## src/rtl/i2c_alm_pkg.sv

```systemverilog
package i2c_alm_pkg;

  typedef enum logic [2:0] {
    MS_IDLE, MS_START, MS_LOW, MS_HIGH, MS_HOLD, MS_STOP_LO, MS_STOP_HI
  } ms_state_t;

  localparam logic [1:0] SEL_CTRL = 2'd0;
  localparam logic [1:0] SEL_STAT = 2'd1;
  localparam logic [1:0] SEL_ADDR = 2'd2;

  localparam int CTRL_EN   = 0;
  localparam int CTRL_MST  = 1;
  localparam int CTRL_LIE  = 2;
  localparam int STAT_LOST = 0;
  localparam int STAT_EVT  = 1;
  localparam int STAT_BUSY = 2;

  // SDA falling while SCL stays high
  function automatic logic start_cond(logic scl, logic scl_q, logic sda, logic sda_q);
    return scl & scl_q & sda_q & ~sda;
  endfunction

  // SDA rising while SCL stays high
  function automatic logic stop_cond(logic scl, logic scl_q, logic sda, logic sda_q);
    return scl & scl_q & ~sda_q & sda;
  endfunction

  // A request loses when the bus is owned or being claimed right now
  function automatic logic request_lost(logic busy, logic start_seen);
    return busy | start_seen;
  endfunction

  // Lost-transfer events are gated by enable and flag; own events always interrupt
  function automatic logic irq_level(logic evt, logic from_loss, logic lost, logic lie);
    return evt & (from_loss ? (lost & lie) : 1'b1);
  endfunction

endpackage

```

## src/rtl/i2c_alm_busmon.sv

```systemverilog
module i2c_alm_busmon
  import i2c_alm_pkg::*;
#(
  parameter int CLKS_PER_XFER = 9
) (
  input  logic clk,
  input  logic rst_n,
  input  logic en,
  input  logic scl_i,
  input  logic sda_i,
  output logic start_det,
  output logic stop_det,
  output logic ninth_fall,
  output logic busy
);
  localparam int CW = $clog2(CLKS_PER_XFER + 1);

  logic          scl_q, sda_q;
  logic [CW-1:0] clk_cnt;
  logic          scl_rise, scl_fall;

  always_ff @(posedge clk or negedge rst_n) begin
    if (!rst_n) begin
      scl_q <= 1'b1;
      sda_q <= 1'b1;
    end else begin
      scl_q <= scl_i;
      sda_q <= sda_i;
    end
  end

  assign start_det  = en & start_cond(scl_i, scl_q, sda_i, sda_q);
  assign stop_det   = en & stop_cond(scl_i, scl_q, sda_i, sda_q);
  assign scl_rise   = scl_i & ~scl_q;
  assign scl_fall   = ~scl_i & scl_q;
  assign ninth_fall = en & busy & scl_fall & (clk_cnt == CW'(CLKS_PER_XFER));

  always_ff @(posedge clk or negedge rst_n) begin
    if (!rst_n) begin
      busy    <= 1'b0;
      clk_cnt <= '0;
    end else if (!en) begin
      busy    <= 1'b0;
      clk_cnt <= '0;
    end else begin
      if (start_det)     busy <= 1'b1;
      else if (stop_det) busy <= 1'b0;
      if (start_det || stop_det || ninth_fall) clk_cnt <= '0;
      else if (scl_rise && clk_cnt != CW'(CLKS_PER_XFER)) clk_cnt <= clk_cnt + 1'b1;
    end
  end

  assert_busy_on_start_R2: assert property (@(posedge clk) disable iff (!rst_n)
    start_det |=> busy);
  assert_idle_on_stop_R2: assert property (@(posedge clk) disable iff (!rst_n)
    stop_det |=> !busy);

endmodule

```

## src/rtl/i2c_alm_seq.sv

```systemverilog
module i2c_alm_seq
  import i2c_alm_pkg::*;
#(
  parameter int HALF_CYC = 4,
  parameter int ADDR_W   = 8
) (
  input  logic              clk,
  input  logic              rst_n,
  input  logic              en,
  input  logic              go,
  input  logic              release_hold,
  input  logic              scl_i,
  input  logic [ADDR_W-1:0] addr_byte,
  output logic              scl_low,
  output logic              sda_low,
  output logic              active,
  output logic              in_hold,
  output logic              done
);
  localparam int NCLK = ADDR_W + 1;
  localparam int TW   = $clog2(HALF_CYC + 1);
  localparam int BW   = $clog2(NCLK + 1);

  ms_state_t         st;
  logic [TW-1:0]     tmr;
  logic [BW-1:0]     bitn;
  logic [ADDR_W-1:0] shreg;
  logic              tmr_end, data_bit;

  assign tmr_end  = (tmr == TW'(HALF_CYC - 1));
  assign data_bit = (bitn < BW'(ADDR_W));

  always_ff @(posedge clk or negedge rst_n) begin
    if (!rst_n) begin
      st    <= MS_IDLE;
      tmr   <= '0;
      bitn  <= '0;
      shreg <= '0;
    end else if (!en) begin
      st  <= MS_IDLE;
      tmr <= '0;
    end else begin
      case (st)
        MS_IDLE: if (go) begin
          st <= MS_START; tmr <= '0; bitn <= '0; shreg <= addr_byte;
        end
        MS_START: if (tmr_end) begin st <= MS_LOW; tmr <= '0; end
                  else tmr <= tmr + 1'b1;
        MS_LOW:   if (tmr_end) begin st <= MS_HIGH; tmr <= '0; end
                  else tmr <= tmr + 1'b1;
        MS_HIGH: if (scl_i) begin
          if (tmr_end) begin
            tmr <= '0;
            if (bitn == BW'(NCLK - 1)) st <= MS_HOLD;
            else begin
              bitn  <= bitn + 1'b1;
              shreg <= {shreg[ADDR_W-2:0], 1'b0};
              st    <= MS_LOW;
            end
          end else tmr <= tmr + 1'b1;
        end
        MS_HOLD: if (release_hold) begin st <= MS_STOP_LO; tmr <= '0; end
        MS_STOP_LO: if (tmr_end) begin st <= MS_STOP_HI; tmr <= '0; end
                    else tmr <= tmr + 1'b1;
        MS_STOP_HI: if (scl_i) begin
          if (tmr_end) begin st <= MS_IDLE; tmr <= '0; end
          else tmr <= tmr + 1'b1;
        end
        default: st <= MS_IDLE;
      endcase
    end
  end

  always_comb begin
    scl_low = 1'b0;
    sda_low = 1'b0;
    case (st)
      MS_START:         sda_low = 1'b1;
      MS_LOW:   begin   scl_low = 1'b1; sda_low = data_bit & ~shreg[ADDR_W-1]; end
      MS_HIGH:          sda_low = data_bit & ~shreg[ADDR_W-1];
      MS_HOLD:          scl_low = 1'b1;
      MS_STOP_LO: begin scl_low = 1'b1; sda_low = 1'b1; end
      MS_STOP_HI:       sda_low = 1'b1;
      default: ;
    endcase
  end

  assign active  = (st != MS_IDLE);
  assign in_hold = (st == MS_HOLD);
  assign done    = (st == MS_STOP_HI) & scl_i & tmr_end;

  assert_ack_released_R4: assert property (@(posedge clk) disable iff (!rst_n)
    (st == MS_HIGH && bitn == BW'(NCLK - 1)) |-> !sda_low);

endmodule

```

## src/rtl/i2c_alm_regs.sv

```systemverilog
module i2c_alm_regs
  import i2c_alm_pkg::*;
#(
  parameter int DATA_W = 8
) (
  input  logic              clk,
  input  logic              rst_n,
  input  logic              wr_en,
  input  logic [1:0]        wr_sel,
  input  logic [DATA_W-1:0] wr_data,
  input  logic [1:0]        rd_sel,
  input  logic              bus_busy,
  input  logic              start_det,
  input  logic              stop_det,
  input  logic              ninth_fall,
  input  logic              seq_active,
  input  logic              seq_hold,
  input  logic              seq_done,
  output logic              en,
  output logic              go,
  output logic              release_hold,
  output logic [DATA_W-1:0] addr_byte,
  output logic              evt,
  output logic              irq,
  output logic [DATA_W-1:0] rd_data
);
  logic en_q, lie_q, mst_q, lost_q, lost_pend, evt_q, from_loss_q;
  logic [DATA_W-1:0] addr_q;
  logic wr_ctrl, wr_stat, wr_addr, req, lose_now, clr_lost, clr_evt, set_evt;

  assign wr_ctrl  = wr_en & (wr_sel == SEL_CTRL);
  assign wr_stat  = wr_en & (wr_sel == SEL_STAT);
  assign wr_addr  = wr_en & (wr_sel == SEL_ADDR);
  assign req      = wr_ctrl & wr_data[CTRL_MST] & wr_data[CTRL_EN] & en_q & ~mst_q & ~seq_active;
  assign lose_now = req & request_lost(bus_busy, start_det);
  assign go       = req & ~lose_now;
  assign clr_lost = wr_stat & ~wr_data[STAT_LOST];
  assign clr_evt  = wr_stat & ~wr_data[STAT_EVT];
  assign set_evt  = ninth_fall & (lost_pend | seq_hold);
  assign release_hold = evt_q & clr_evt & ~set_evt;

  always_ff @(posedge clk or negedge rst_n) begin
    if (!rst_n) begin
      en_q <= 1'b0; lie_q <= 1'b0; addr_q <= '0;
      mst_q <= 1'b0; lost_q <= 1'b0; lost_pend <= 1'b0;
      evt_q <= 1'b0; from_loss_q <= 1'b0;
    end else begin
      if (wr_ctrl) begin
        en_q  <= wr_data[CTRL_EN];
        lie_q <= wr_data[CTRL_LIE];
      end
      if (wr_addr) addr_q <= wr_data;
      if (!en_q) begin
        mst_q <= 1'b0; lost_q <= 1'b0; lost_pend <= 1'b0;
        evt_q <= 1'b0; from_loss_q <= 1'b0;
      end else begin
        if (go)            mst_q <= 1'b1;
        else if (seq_done) mst_q <= 1'b0;
        if (lose_now)      lost_q <= 1'b1;
        else if (clr_lost) lost_q <= 1'b0;
        if (lose_now)                 lost_pend <= 1'b1;
        else if (set_evt || stop_det) lost_pend <= 1'b0;
        if (set_evt) begin
          evt_q <= 1'b1; from_loss_q <= lost_pend;
        end else if (clr_evt) begin
          evt_q <= 1'b0; from_loss_q <= 1'b0;
        end
      end
    end
  end

  assign en        = en_q;
  assign addr_byte = addr_q;
  assign evt       = evt_q;
  assign irq       = irq_level(evt_q, from_loss_q, lost_q, lie_q);

  always_comb begin
    rd_data = '0;
    case (rd_sel)
      SEL_CTRL: begin
        rd_data[CTRL_EN]  = en_q;
        rd_data[CTRL_MST] = mst_q;
        rd_data[CTRL_LIE] = lie_q;
      end
      SEL_STAT: begin
        rd_data[STAT_LOST] = lost_q;
        rd_data[STAT_EVT]  = evt_q;
        rd_data[STAT_BUSY] = bus_busy;
      end
      SEL_ADDR: rd_data = addr_q;
      default: ;
    endcase
  end

  assert_lost_request_R5: assert property (@(posedge clk) disable iff (!rst_n)
    lose_now |=> (lost_q && !mst_q));
  assert_event_after_ninth_R6: assert property (@(posedge clk) disable iff (!rst_n)
    $rose(evt_q) |-> $past(ninth_fall));
  assert_irq_needs_event_R8: assert property (@(posedge clk) disable iff (!rst_n)
    irq |-> evt_q);
  assert_lost_clear_R9: assert property (@(posedge clk) disable iff (!rst_n)
    (clr_lost && !lose_now && en_q) |=> !lost_q);
  assert_disable_clears_R11: assert property (@(posedge clk) disable iff (!rst_n)
    !en_q |=> (!lost_q && !evt_q && !mst_q));

endmodule

```

## src/rtl/i2c_al_master.sv

```systemverilog
module i2c_al_master
  import i2c_alm_pkg::*;
#(
  parameter int HALF_CYC = 4,
  parameter int DATA_W   = 8
) (
  input  logic              clk,
  input  logic              rst_n,
  input  logic              wr_en,
  input  logic [1:0]        wr_sel,
  input  logic [DATA_W-1:0] wr_data,
  input  logic [1:0]        rd_sel,
  output logic [DATA_W-1:0] rd_data,
  input  logic              scl_i,
  input  logic              sda_i,
  output logic              scl_oe,
  output logic              sda_oe,
  output logic              irq
);
  localparam int CLKS_PER_XFER = DATA_W + 1;

  logic en, go, release_hold, evt;
  logic start_det, stop_det, ninth_fall, busy;
  logic seq_scl_low, seq_sda_low, seq_active, seq_hold, seq_done;
  logic [DATA_W-1:0] addr_byte;

  i2c_alm_busmon #(.CLKS_PER_XFER(CLKS_PER_XFER)) u_mon (
    .clk(clk), .rst_n(rst_n), .en(en), .scl_i(scl_i), .sda_i(sda_i),
    .start_det(start_det), .stop_det(stop_det), .ninth_fall(ninth_fall), .busy(busy)
  );

  i2c_alm_seq #(.HALF_CYC(HALF_CYC), .ADDR_W(DATA_W)) u_seq (
    .clk(clk), .rst_n(rst_n), .en(en), .go(go), .release_hold(release_hold),
    .scl_i(scl_i), .addr_byte(addr_byte),
    .scl_low(seq_scl_low), .sda_low(seq_sda_low), .active(seq_active),
    .in_hold(seq_hold), .done(seq_done)
  );

  i2c_alm_regs #(.DATA_W(DATA_W)) u_regs (
    .clk(clk), .rst_n(rst_n), .wr_en(wr_en), .wr_sel(wr_sel), .wr_data(wr_data),
    .rd_sel(rd_sel), .bus_busy(busy), .start_det(start_det), .stop_det(stop_det),
    .ninth_fall(ninth_fall), .seq_active(seq_active), .seq_hold(seq_hold),
    .seq_done(seq_done), .en(en), .go(go), .release_hold(release_hold),
    .addr_byte(addr_byte), .evt(evt), .irq(irq), .rd_data(rd_data)
  );

  // The event flag alone is enough to stretch the clock line
  assign scl_oe = seq_scl_low | evt;
  assign sda_oe = seq_sda_low;

  assert_scl_held_R7: assert property (@(posedge clk) disable iff (!rst_n)
    (evt && $past(evt)) |-> !scl_i);

endmodule

```

## config.mk

```make
export PLATFORM = sky130hd
export DESIGN_NAME = i2c_al_master
export DESIGN_NICKNAME = d
export VERILOG_FILES = /design/src/rtl/i2c_alm_pkg.sv /design/src/rtl/i2c_alm_busmon.sv /design/src/rtl/i2c_alm_seq.sv /design/src/rtl/i2c_alm_regs.sv /design/src/rtl/i2c_al_master.sv
export SDC_FILE = /design/constraint.sdc
export NUM_CORES = 1
export LEC_CHECK = 0
export CAP_MARGIN = 20
export CORE_MARGIN = 5
export CORE_UTILIZATION = 55
export DETAILED_ROUTE_END_ITERATION = 8
export PLACE_DENSITY = 0.82
export SYNTH_ARGS = -nofsm -noshare
export SYNTH_HDL_FRONTEND = slang
export SYNTH_SLANG_ARGS = --single-unit
```

## constraint.sdc

```tcl
create_clock -name clk -period 2.03 [get_ports clk]
set_input_delay 0.406 -clock clk [delete_from_list [all_inputs] [get_ports clk]]
set_output_delay 0.406 -clock clk [all_outputs]
set_load 0.005 [all_outputs]
```

==> out/results.ini <==
[critical_path]
r2r_cells=5
path_delay_family=simple AND/OR/NAND/NOR gates
end_kind=register
critPathMaxFanout=6
required_ns=2.20
path_cells=buf_4 > or4b_4 > or4_1 > o221ai_2 > a21oi_1
critical_path_depth=5
startpoint_type=register
worstSetupPathType=reg -> reg
crit_start=u_seq.st[0]
r2r-start=u_seq.st[0]
slowest_stage=or4b_4
path_buf_inv=1
critPathArrivalTime_ns=2.21
slowest_delay_ns=0.57

[clock_tree]
cts.clk_slew.worst_paths_ns=0.08
cts_max_level=2
cts.sinks=40
clock_path_buffers=2
insertion_delay_ns=0.30
cts_tree=done
cts-buffers-inserted=5
root_buffer=clkbuf_8

[pwr]
vdd_drop_max_mv=0.3875
p_per_area_nw_per_um2=593.1
p_leak_uw=0.001315

[route]
antenna_left=0
dr_total_vias=2165
firstDrtPassIters=7
wl_per_cell_um=16.75
drtIter0Drc=207
vias_per_cell=6.081
drcViolationCount=0
wl_um=5964

[global_routing]
grt_pass1_wl_um=10450
grt_overflow_total=0
grt_pass1_vias=2180
antenna_found_initial=0
track_usage_pct=21.53
grt_max_degree=24

[logic_synthesis]
ys_seq_elements=40
synth_top_family_by_area=simple AND/OR/NAND/NOR gates
yosysTopAreaCell=dfrtp_1
yosysTopAreaCellShare_pct=39.73
synth.area.mux_share_pct=7.162
yosys_warnings=0
synth_nets=272
synthCells=250
ys_types=56
seq_area_frac_synth_pct=41.92
synth-xor-area-share_pct=2.196
synth_fa_ha_area_share_pct=2.614
synth_compound_area_share_pct=17.35
synth_edf_count=0
syn_avg_cell_area_um2=9.574
netlist_area_um2=2394
async_reset_ff_share_pct=100.0
synth-simple-area-share_pct=24.83
synth_area_leaders=dfrtp_1 40%, mux2_2 4.2%, nand2_1 3.1%, mux2i_1 2.9%, o21ai_0 2.9%
synthFlopType=dfrtp_1

[cells_and_area]
layout_commonest_cell=dfrtp_1
multi_input_comb_area_um2=1318
fin_nets=325
num-fill-cells=332
ff_latch_area_um2=1007
synthToLayoutAreaGrowth_pct=26.66
drive_above_1_share_pct=21.05
layout_common_cells=35 x dfrtp_1, 27 x buf_4, 20 x nand2_1, 20 x clkdlybuf4s50_1, 16 x nor2_1
diodes=0
utilization_pct=70.60

[placed_design]
place.gp.congestion=0.8400
dpl.hpwl_um=4330
portBuffers=27
pre_cts_ws_ns=-0.2393

[sta]
drv_slew=0
fmax_mhz=491.1
layout_setup_ws_ns=-0.006247
max_slew_margin_pct=62.59
setup_viol=1
worst_pin_slew_ns=0.5611
grt_setup_unrepaired=true
fin_skew_ns=0.01274
fin_crit_ns=2.036
hold_viol_final=0
period_share_pct=100.3
fin_setup_tns_ns=-0.006247

[flow_run]
drv_cap=0

[floorplanning]
dieWidth_um=75.97
die_h_um=75.97
rows=24
ioPinCount=28
core_area_um2=4294
fp.dieArea_um2=5771
start_util_pct=55.74

[outcome]
status=complete, but fails checks
violations=negative setup slack

[hold_path]
hp-class=in -> async

[per-layer routing]
metal  wire length [um]  part of all wire, %  vias to the layer above  GRT usage [%]
li1                   -                    -                     1044              -
met1               2550                   43                     1047          26.96
met2               3043                   51                       64          36.64
met3                283                  4.7                       10          4.255
met4                 87                  1.5                        0          7.651
met5                  0                    0                        -              0
[worst register-to-register path, stage by stage, from the launching register on]
cell      delay, ns
dfrtp_2        0.45
buf_4          0.15
or4b_4         0.57
or4_1          0.49
o221ai_2       0.20
a21oi_1        0.06
[report_power, final]
part | internal [uW] | switching [uW]
Combinational | 186 | 159
Clock | 271 | 282
Sequential | 847 | 52.4
[cells by family after synthesis]
| family | Yosys count |
|---|---|
| AOI/OAI and AO/OA | 59 |
| xor gates and xnor gates | 6 |
| adders and majority gates | 5 |
| buffers and inverters | 23 |
| DFF | 40 |
| muxes | 16 |
| and+or+nand+nor | 101 |
[worst paths after layout]
path / endpoint / slack, ns
worst max register to register: u_seq.shreg[7] / -0.006
min in group clk: u_regs.addr_byte[7] / 0.53
worst min register to register: u_regs.addr_byte[7] / 0.53
worst max-delay path: u_seq.shreg[7] / -0.006
worst min-delay path: u_seq.shreg[2] / 0.04
max in group asynchronous: u_mon.scl_q / 1.44
[timing repair]
item                                   4_1_cts  5_1_grt
endpoints found under the hold margin        0        0
resized for setup                            8       10
hold buffers                                 0        0
setup endpoints to repair                   10       14
setup buffers                                4        1
[cells in the mapped netlist, drive strengths merged (2+ instances only)]
| master | number |
|---|---|
| dfrtp | 38 |
| a21boi | 4 |
| mux2 | 9 |
| buf | 6 |
| or3 | 3 |
| xnor2 | 2 |
| nor2b | 10 |
| a31oi | 5 |
| nor4 | 3 |
| and2 | 6 |
| and4b | 2 |
| a222oi | 3 |
| nor2 | 18 |
| nor3 | 2 |
| o221ai | 5 |
| nand3 | 3 |
| dfstp | 2 |
| nand2b | 3 |
| and4bb | 2 |
| and3 | 3 |
| xor2 | 4 |
| or4 | 5 |
| clkbuf | 4 |
| nand3b | 2 |
| o311ai | 3 |
| inv | 13 |
| a21oi | 9 |
| nand2 | 20 |
| nand4b | 6 |
| o21ai | 14 |
| nand4 | 7 |
| a31o | 2 |
| mux2i | 7 |
| ha | 5 |
[registers in the layout (all words and copies together), names as in the netlist, 3 cells and up]
| signal | count |
|---|---|
| u_seq.shreg | 8 |
| u_seq.bitn | 4 |
| u_regs.addr_byte | 8 |
| u_seq.tmr | 3 |
| u_mon.clk_cnt | 4 |
| u_seq.st | 3 |
[stage by stage]
stage,instance area (um2),power [uW],instances,hold slack (ns)
2_1_floorplan,2394,1079,250,0.1104
3_5_place_dp,2872,1252,343,0.3765
4_1_cts,3003,1803,355,0.05391
5_1_grt,3032,1893,356,0.07358
6_report,3032,1798,356,0.03538
3_3_place_gp,2872,1242,343,0.3787
[final cells by class]
class,count,area share (%)
clock inverter,2,0.3302
multi-input combinational,187,43.46
clock buffer,6,2.724
inverter,13,1.610
sequential,40,33.22
tap,52,2.146
timing repair buffer,56,16.51
Power figures use the tool's default switching activity.
